### src/rtl/cfl_pkg.sv
package cfl_pkg;
    localparam int NUM_SLOTS = 2;
    localparam int STAT_W    = 8;
    // layout of the event flag bank (supervisor lives elsewhere)
    localparam int EV_OVH    = 0;
    localparam int EV_AUX    = 1;
    localparam int EV_PRES   = 2;
    localparam int EV_PROT   = EV_PRES + NUM_SLOTS;
    localparam int EV_W      = EV_PROT + NUM_SLOTS;
    // level-change watch vector: presence pins then auxiliary pin
    localparam int CHG_W     = NUM_SLOTS + 1;
endpackage

### src/rtl/cfl_edge_det.sv
module cfl_edge_det #(
    parameter int W = 3
) (
    input  logic         clk,
    input  logic         rst_n,
    input  logic [W-1:0] lvl_i,
    output logic [W-1:0] chg_o
);
    typedef struct packed {
        logic [W-1:0] prev;
        logic         primed;
    } edge_state_t;

    edge_state_t st_d, st_q;

    always_comb begin
        st_d        = st_q;
        st_d.prev   = lvl_i;
        st_d.primed = 1'b1;
        chg_o       = st_q.primed ? (lvl_i ^ st_q.prev) : '0;
    end

    always_ff @(posedge clk or negedge rst_n) begin
        if (!rst_n) st_q <= '0;
        else        st_q <= st_d;
    end

    // after the first sample, the change output tracks input movement
    assert_change_seen_R3: assert property (@(posedge clk) disable iff (!rst_n)
        (st_q.primed && (lvl_i != st_q.prev)) |-> (chg_o != '0));
endmodule

### src/rtl/cfl_flag_bank.sv
module cfl_flag_bank #(
    parameter int W = 6
) (
    input  logic         clk,
    input  logic         rst_n,
    input  logic [W-1:0] set_i,
    input  logic         rd_i,
    output logic [W-1:0] flag_o
);
    typedef struct packed {
        logic [W-1:0] flag;
    } bank_state_t;

    bank_state_t st_d, st_q;

    always_comb begin
        st_d = st_q;
        if (rd_i) st_d.flag = set_i;            // drop what was shown, keep fresh events
        else      st_d.flag = st_q.flag | set_i;
    end

    always_ff @(posedge clk or negedge rst_n) begin
        if (!rst_n) st_q <= '0;
        else        st_q <= st_d;
    end

    assign flag_o = st_q.flag;

    assert_event_kept_R7: assert property (@(posedge clk) disable iff (!rst_n)
        (set_i != '0) |=> ((flag_o & $past(set_i)) == $past(set_i)));

    assert_read_clears_R6: assert property (@(posedge clk) disable iff (!rst_n)
        rd_i |=> ((flag_o & ~$past(set_i)) == '0));
endmodule

### src/rtl/cfl_supervisor.sv
module cfl_supervisor (
    input  logic clk,
    input  logic rst_n,
    input  logic alarm_i,
    input  logic rd_i,
    output logic sup_o
);
    typedef struct packed {
        logic sup;
    } sup_state_t;

    sup_state_t st_d, st_q;

    always_comb begin
        st_d = st_q;
        if (alarm_i)   st_d.sup = 1'b1;
        else if (rd_i) st_d.sup = 1'b0;
    end

    always_ff @(posedge clk or negedge rst_n) begin
        if (!rst_n) st_q <= '0;
        else        st_q <= st_d;
    end

    assign sup_o = st_q.sup;

    assert_alarm_sets_R8: assert property (@(posedge clk) disable iff (!rst_n)
        alarm_i |=> sup_o);

    assert_read_after_alarm_R8: assert property (@(posedge clk) disable iff (!rst_n)
        (rd_i && !alarm_i) |=> !sup_o);
endmodule

### src/rtl/card_fault_latch.sv
module card_fault_latch
    import cfl_pkg::*;
(
    input  logic                 clk,
    input  logic                 rst_n,
    input  logic [NUM_SLOTS-1:0] vcc_fault_i,
    input  logic [NUM_SLOTS-1:0] rst_fault_i,
    input  logic [NUM_SLOTS-1:0] pres_i,
    input  logic                 aux_irq_i,
    input  logic                 aux_mask_i,
    input  logic                 overheat_i,
    input  logic                 alarm_i,
    input  logic                 rd_stb_i,
    output logic [STAT_W-1:0]    status_o,
    output logic                 irq_n_o,
    output logic                 start_clr_o
);
    typedef struct packed {
        logic start_clr;
    } top_state_t;

    top_state_t st_d, st_q;

    logic [CHG_W-1:0] chg;
    logic [EV_W-1:0]  ev_set;
    logic [EV_W-1:0]  ev_flag;
    logic             sup_flag;
    logic             emerg_set;
    logic             irq_active;

    cfl_edge_det #(.W(CHG_W)) u_edge (
        .clk   (clk),
        .rst_n (rst_n),
        .lvl_i ({aux_irq_i, pres_i}),
        .chg_o (chg)
    );

    always_comb begin
        ev_set                        = '0;
        ev_set[EV_OVH]                = overheat_i;
        ev_set[EV_AUX]                = chg[NUM_SLOTS] & ~aux_mask_i;
        ev_set[EV_PRES +: NUM_SLOTS]  = chg[NUM_SLOTS-1:0];
        ev_set[EV_PROT +: NUM_SLOTS]  = vcc_fault_i | rst_fault_i;
    end

    cfl_flag_bank #(.W(EV_W)) u_bank (
        .clk    (clk),
        .rst_n  (rst_n),
        .set_i  (ev_set),
        .rd_i   (rd_stb_i),
        .flag_o (ev_flag)
    );

    cfl_supervisor u_sup (
        .clk     (clk),
        .rst_n   (rst_n),
        .alarm_i (alarm_i),
        .rd_i    (rd_stb_i),
        .sup_o   (sup_flag)
    );

    always_comb begin
        st_d           = st_q;
        emerg_set      = (|ev_set[EV_PROT +: NUM_SLOTS]) | (|ev_set[EV_PRES +: NUM_SLOTS])
                       | ev_set[EV_OVH] | alarm_i;
        st_d.start_clr = emerg_set;
        irq_active     = (|ev_flag[EV_PROT +: NUM_SLOTS]) | (|ev_flag[EV_PRES +: NUM_SLOTS])
                       | ev_flag[EV_OVH] | (ev_flag[EV_AUX] & ~aux_mask_i) | alarm_i;
    end

    always_ff @(posedge clk or negedge rst_n) begin
        if (!rst_n) st_q <= '0;
        else        st_q <= st_d;
    end

    assign status_o    = {1'b0, ev_flag[EV_PROT +: NUM_SLOTS], sup_flag,
                          ev_flag[EV_PRES +: NUM_SLOTS], ev_flag[EV_AUX], ev_flag[EV_OVH]};
    assign irq_n_o     = ~irq_active;
    assign start_clr_o = st_q.start_clr;

    // emergency bits of the status word: protection, supervisor, presence, overheat
    logic [5:0] emerg_vec;
    assign emerg_vec = {status_o[6:2], status_o[0]};

    assert_emerg_start_clr_R9: assert property (@(posedge clk) disable iff (!rst_n)
        ((emerg_vec & ~$past(emerg_vec)) != '0) |-> start_clr_o);

    assert_aux_masked_R4: assert property (@(posedge clk) disable iff (!rst_n)
        (aux_mask_i && !status_o[1]) |=> !status_o[1]);

    assert_spare_bit_R1: assert property (@(posedge clk) disable iff (!rst_n)
        !status_o[7]);
endmodule

### config.mk
export PLATFORM = sky130hd
export DESIGN_NAME = card_fault_latch
export DESIGN_NICKNAME = d
export VERILOG_FILES = /design/src/rtl/cfl_pkg.sv /design/src/rtl/cfl_edge_det.sv /design/src/rtl/cfl_flag_bank.sv /design/src/rtl/cfl_supervisor.sv /design/src/rtl/card_fault_latch.sv
export SDC_FILE = /design/constraint.sdc
export NUM_CORES = 1
export LEC_CHECK = 0
export ABC_CLOCK_PERIOD_IN_PS = 2800
export BUFFER_PORTS_ARGS = -buffer_cell sky130_fd_sc_hd__buf_2
export CORE_MARGIN = 2
export CORE_UTILIZATION = 29
export CTS_CLUSTER_DIAMETER = 40
export DETAILED_ROUTE_END_ITERATION = 10
export GPL_TIMING_DRIVEN = 1
export SETUP_SLACK_MARGIN = 0.5
export SLEW_MARGIN = 20
export SYNTH_ARGS = -nofsm -noshare
export SYNTH_HDL_FRONTEND = slang
export SYNTH_SLANG_ARGS = --single-unit
### constraint.sdc
create_clock -name clk -period 2.8 [get_ports clk]
set_input_delay 0.42 -clock clk [delete_from_list [all_inputs] [get_ports clk]]
set_output_delay 0.42 -clock clk [all_outputs]
set_load 0.05 [all_outputs]
==> results.ini, run 1 <==
[clock_tree]
holdBufCountCts=0
cts_tree=done
post_cts_buffers=0
clock_path_buffers=2
cts.repair.resized=0
cts_made_buffers=3
numClockSinks=12
htree_levels=1
clkLatencyLatePin_ps=260
cts_root_buf=clkbuf_4
clk_pin_slew_ps=60

[yosys]
synth-simple-area-share_pct=6.522
ys_ff_latch=12
synth_top_family_by_area=compound AO/OA/AOI/OAI gates
postSynthCellCount=38
synth_cell_types=16
syn_area_per_cell_um2=12.12
synth-warning-count=0
seq_area_frac_synth_pct=65.22
synth_compound_area_share_pct=14.40
synthAdderAreaFrac_pct=0
synth-xor-area-share_pct=5.707
synth_nets=51
muxShareOfSynthArea_pct=0
syn-cell-area_um2=460.4

[setup_path]
cpMaxStageDelayCell=or4_1
path_cells=or4_1 -> nor2_1 -> buf_2
r2r-start=u_edge.st_q[2]$_DFF_PN0_
worst_ep_required_time_ps=2380
end_kind=output pin
worstPathMaxFanout=3
arrival_ps=1520
r2r_setup_slack_ps=1860
slowest_delay_ps=510
start_kind=flop
crit_type=reg -> out
r2r-end=start_clr_o$_DFF_PN0_
rr_worst_depth=3

[placed_design]
dp.cells=73
globalplace.congestion=0.7126
place_ws_ps=1151
hpwl_um=719.9
port_buffers=21
placed_cell_area_um2=570.5

[floorplanning]
core_um2=1489
die_area_um2=1922
die_y_um=43.85
num_rows=14
die_w_um=43.85
initial_core_util_pct=30.92
ioPinCount=23

[layout]
synthToLayoutAreaGrowth_pct=28.80
drive_gt1_share_pct=41.67
nNetsFinal=75
fin_area_um2=593.1
antenna_cells=0
n_fill_cell=149
stdcell_count=76

[global_route]
grt_antenna_before_repair=0
track_usage_pct=9.922
grt_overflow=0
grt_pass1_vias=342
grt_pass1_wl_um=1393
grt_max_degree=13

[route]
avgViaCountPerCell=4.671
wl_per_cell_um=11.26
ant_nets=0
via_count=355
dr.pass1.iters=4
wl_um=856
drt_iter0_drc=1
drc=0

[sta]
post-route-period-util_pct=69.23
min_period_ps=1939
finalSetupViolations=0
rsz0062_at_grt=false
fmax_mhz=515.9
drv_slew=0
hold_violations=0
setup_tns_ps=0
setup_ws_ps=861.5
skew_ps=2.714

[hold_path]
hold_class=in -> async

[power_and_ir_drop]
peakVddDrop_uv=286.4
powerDensity_nw_per_um2=610.5
power_leakage_uw=0.0002997

[job]
drv_cap=0

[status]
status=finished clean

## cell usage after synthesis
master / count / share of area [%]
o21ai_0: 3 / 3.3
a22o_2: 1 / 2.2
nand3_1: 1 / 1.1
conb_1: 2 / 1.6
a22o_1: 1 / 1.9
o32ai_1: 1 / 1.9
xor2_1: 2 / 3.8
dfrtp_1: 12 / 65
nor4_1: 1 / 1.4
buf_4: 2 / 3.3
or4_1: 1 / 1.6
xnor2_1: 1 / 1.9
a21o_1: 2 / 3.3
inv_1: 4 / 3.3
a211o_1: 1 / 1.9
nor2_1: 3 / 2.4
## critical path: cells and delay by family (launching register included)
family	cells	cell delay [ps]
DFF	1	380
and+or+nand+nor	2	600
buffers and inverters	1	270
## power breakdown
part,switching [uW],total (uW),leakage (uW),internal [uW]
sequential,6.89,192,0.000134,185
combinational,52.2,73.1,0.000152,20.9
clock,47.8,97.4,0.0000138,49.6
total,107,362,0.000300,255
## cell type report
cell class	count	area, um2	area share (%)
Timing Repair Buffer	21	105.1	17.72
Inverter	4	15.01	2.532
Sequential cell	12	300.3	50.63
Clock buffer	3	22.52	3.797
Tap cell	16	20.02	3.376
Multi-Input combinational cell	20	130.1	21.94
## logic make-up (layout without fill, tap and decap cells)
family	count (synthesis)	in the layout
flops	12	12
other cells	2	2
simple gates	6	6
buf+inv	6	28
compound gates	9	9
xor+xnor	3	3
## layout by cell type (no fill, tap or decap)
| cell type | synthesis | layout |
|---|---|---|
| nor4_1 | 1 | 1 |
| o32ai_1 | 1 | 1 |
| a22o_1 | 1 | 1 |
| xor2_1 | 2 | 2 |
| inv_1 | 4 | 4 |
| a21o_1 | 2 | 2 |
| conb_1 | 2 | 2 |
| clkbuf_4 | 0 | 3 |
| xnor2_1 | 1 | 1 |
| dfrtp_1 | 12 | 12 |
| nand3_1 | 1 | 1 |
| a22o_2 | 1 | 1 |
| or4_1 | 1 | 1 |
| o21ai_0 | 3 | 3 |
| nor2_1 | 3 | 3 |
| a211o_1 | 1 | 1 |
| buf_2 | 0 | 21 |
## worst max path at each step
stage / start / endpoint / slack, ps / cells past startpoint
after floorplan: u_bank.flag_o[2]$_DFF_PN0_ / irq_n_o / 600 / 2
after global placement: u_bank.flag_o[2]$_DFF_PN0_ / irq_n_o / 1140 / 3
after detailed placement: u_bank.flag_o[2]$_DFF_PN0_ / irq_n_o / 1150 / 3
after CTS: u_bank.flag_o[2]$_DFF_PN0_ / irq_n_o / 860 / 3
after global routing: u_bank.flag_o[2]$_DFF_PN0_ / irq_n_o / 800 / 3
final: u_bank.flag_o[2]$_DFF_PN0_ / irq_n_o / 860 / 3
## flip-flops by register name, indices dropped and copies added, names as in the netlist
name and cells:
u_bank.flag_o 6, u_edge.st_q 4, start_clr_o 1, u_sup.sup_o 1
## routing by layer
layer	track usage (%)	wire length, um
met1	11.87	355
met4	5.455	15
met2	15.88	424
met5	0	0
met3	2.917	61
## per-stage QoR
step                      hold WS (ps)  power, uW  utilization, %
after detailed placement         306.4      268.7           38.32
after global routing             24.46      380.0           39.83
after floorplan                  124.4      244.2               -
after global placement           308.0      267.5           38.32
final                            17.11      362.0           39.83
after CTS                        23.03      366.0           39.83
Note: power is estimated with default switching activity, not from simulation.
==> run 2: changes to the inputs <==
--- a/config.mk
+++ b/config.mk
@@ -5,7 +5,7 @@
 export SDC_FILE = /design/constraint.sdc
 export NUM_CORES = 1
 export LEC_CHECK = 0
-export ABC_CLOCK_PERIOD_IN_PS = 2800
+export ABC_CLOCK_PERIOD_IN_PS = 1800
 export BUFFER_PORTS_ARGS = -buffer_cell sky130_fd_sc_hd__buf_2
 export CORE_MARGIN = 2
 export CORE_UTILIZATION = 29
==> constraint.sdc (replaced) <==
create_clock -name clk -period 1.8 [get_ports clk]
set_input_delay 0.27 -clock clk [delete_from_list [all_inputs] [get_ports clk]]
set_output_delay 0.27 -clock clk [all_outputs]
set_load 0.05 [all_outputs]
==> results.ini, run 2 (synthesized netlist as in run 1, its figures left out) <==
[sta]
fmax_mhz=575.3
rsz0062_at_grt=true
hold_violations=0  ; unchanged
drv_slew=0  ; unchanged
post-route-period-util_pct=96.57
min_period_ps=1738
skew_ps=0.3781  ; -2.335 ps
setup_tns_ps=0  ; unchanged
finalSetupViolations=0  ; unchanged

[placed_design]
port_buffers=21  ; unchanged
dp.cells=73  ; unchanged
globalplace.congestion=0.7472  ; +4.9%
placed_cell_area_um2=585.6  ; +2.6%

[hold_path]
hold_class=in -> reg
worstHoldStart=pres_i[1]
min_to=u_edge.st_q[2]$_DFF_PN0_
min_path_cells=1

[layout]
register_area_um2=304.0  ; +1.3%
drive_gt1_share_pct=50.00  ; +8.3 points
stdcell_count=80  ; +5.3%
antenna_cells=0  ; unchanged
final_cell_mix=buf_2, dfrtp_1, inv_1, buf_4
fin_area_um2=648.1  ; +9.3%
multi_input_area_um2=141.4  ; +8.7%
final_common_cell=buf_2
nNetsFinal=78  ; +4.0%
largest_reg_flops=6  ; unchanged
n_fill_cell=145  ; -2.7%
synthToLayoutAreaGrowth_pct=40.76

[floorplanning]
core_um2=1489  ; unchanged
initial_core_util_pct=30.92  ; unchanged
num_rows=14  ; unchanged
die_w_um=43.85  ; unchanged
die_area_um2=1922  ; unchanged
die_y_um=43.85  ; unchanged
ioPinCount=23  ; unchanged

[global_route]
track_usage_pct=11.24  ; +1.3 points
grt_antenna_before_repair=0  ; unchanged
grt_max_degree=13  ; unchanged
grt_pass1_wl_um=1428  ; +2.5%
grt_overflow=0  ; unchanged
grt_pass1_vias=324  ; -5.3%

[setup_path]
arrival_ps=1470  ; -50 ps
cpMaxStageDelayCell=or4_4
critPathTopFamily=simple AND/OR/NAND/NOR gates
crit_type=reg -> out
r2r-start=u_edge.st_q[2]$_DFF_PN0_
start_kind=flop
worstPathMaxFanout=2  ; -1
path_cells=or4_4 -> nor2_4 -> buf_6
end_kind=output pin
rr_worst_depth=3  ; unchanged
slowest_delay_ps=550  ; +40 ps
r2r_setup_slack_ps=830  ; -1030 ps
crit_buf_inv=1  ; unchanged
r2r-end=start_clr_o$_DFF_PN0_
worst_ep_required_time_ps=1530  ; -850 ps

[route]
drc=0  ; unchanged
drt_iter0_drc=0  ; -1
via_count=344  ; -3.1%
avgViaCountPerCell=4.300  ; -7.9%
wl_per_cell_um=11.35  ; +0.77%
wl_um=908  ; +6.1%
dr.pass1.iters=1  ; -3
ant_nets=0  ; unchanged

[power_and_ir_drop]
design_power_total_uw=591.2  ; +63%
power_leakage_uw=0.0003165  ; +5.6%
powerDensity_nw_per_um2=912.2  ; +49%
peakVddDrop_uv=603.8  ; +110%

[clock_tree]
clock_path_buffers=2  ; unchanged
cts_root_buf=clkbuf_4
clk_pin_slew_ps=70  ; about the same
numClockSinks=12  ; unchanged
htree_levels=1  ; unchanged
cts_tree=done
clkLatencyLatePin_ps=270  ; about the same
cts_made_buffers=3  ; unchanged

[status]
status=finished clean

[job]
drv_cap=0  ; unchanged

-- run 2: per-stage QoR --
stage                     hold WS (ps)  utilization [%]  setup WS (ps)
after floorplan                 -25.59                -          154.5
after global placement           160.9            39.33          237.7
after detailed placement         158.5            39.33          214.7
after CTS                        120.7            43.19          52.02
after global routing             106.8            43.53          22.52
final                            127.5            43.53          61.76
-- run 2: area by class of cell --
class	count	share of cell area, %
Multi-Input combinational cell	20	21.81
Timing Repair Buffer	24	21.81
Sequential cell	12	46.91
Inverter	4	2.317
Tap cell	16	3.089
Clock buffer	4	4.054
-- run 2: worst max path at each step --
| stage | endpoint | slack [ps] | startpoint | cells after the start |
|---|---|---|---|---|
| global route | irq_n_o | 20 | u_bank.flag_o[5]$_DFF_PN0_ | 3 |
| global placement | irq_n_o | 240 | u_bank.flag_o[5]$_DFF_PN0_ | 3 |
| CTS | irq_n_o | 50 | u_bank.flag_o[2]$_DFF_PN0_ | 3 |
| floorplan | irq_n_o | 150 | u_bank.flag_o[5]$_DFF_PN0_ | 2 |
| detailed placement | irq_n_o | 210 | u_bank.flag_o[5]$_DFF_PN0_ | 3 |
| finish | irq_n_o | 60 | u_bank.flag_o[5]$_DFF_PN0_ | 3 |
-- run 2: timing repair --
action / CTS / global route
gates resized for setup: 2 / 4
hold endpoints to repair: 12 / 0
pin swaps: 2 / 1
setup buffers: 2 / 0
hold buffers: 1 / 0
endpoints found under the setup margin: 1 / 3
-- run 2: power breakdown --
group          internal [uW]  leakage [uW]  total [uW]  switching [uW]
sequential               288      0.000131         298            10.4
combinational           40.9      0.000170         125            84.3
clock                   85.8     0.0000150         168            81.7
-- run 2: routing by layer --
layer  routed length (um)  track usage [%]  vias to the layer above  part of all wire [%]
met5                    0                0                        -                     0
met4                    8            5.455                        0                  0.88
li1                     -                -                      177                     -
met1                  409            12.47                      151                    45
met3                   71            7.500                        2                   7.8
met2                  419            16.47                       14                    46
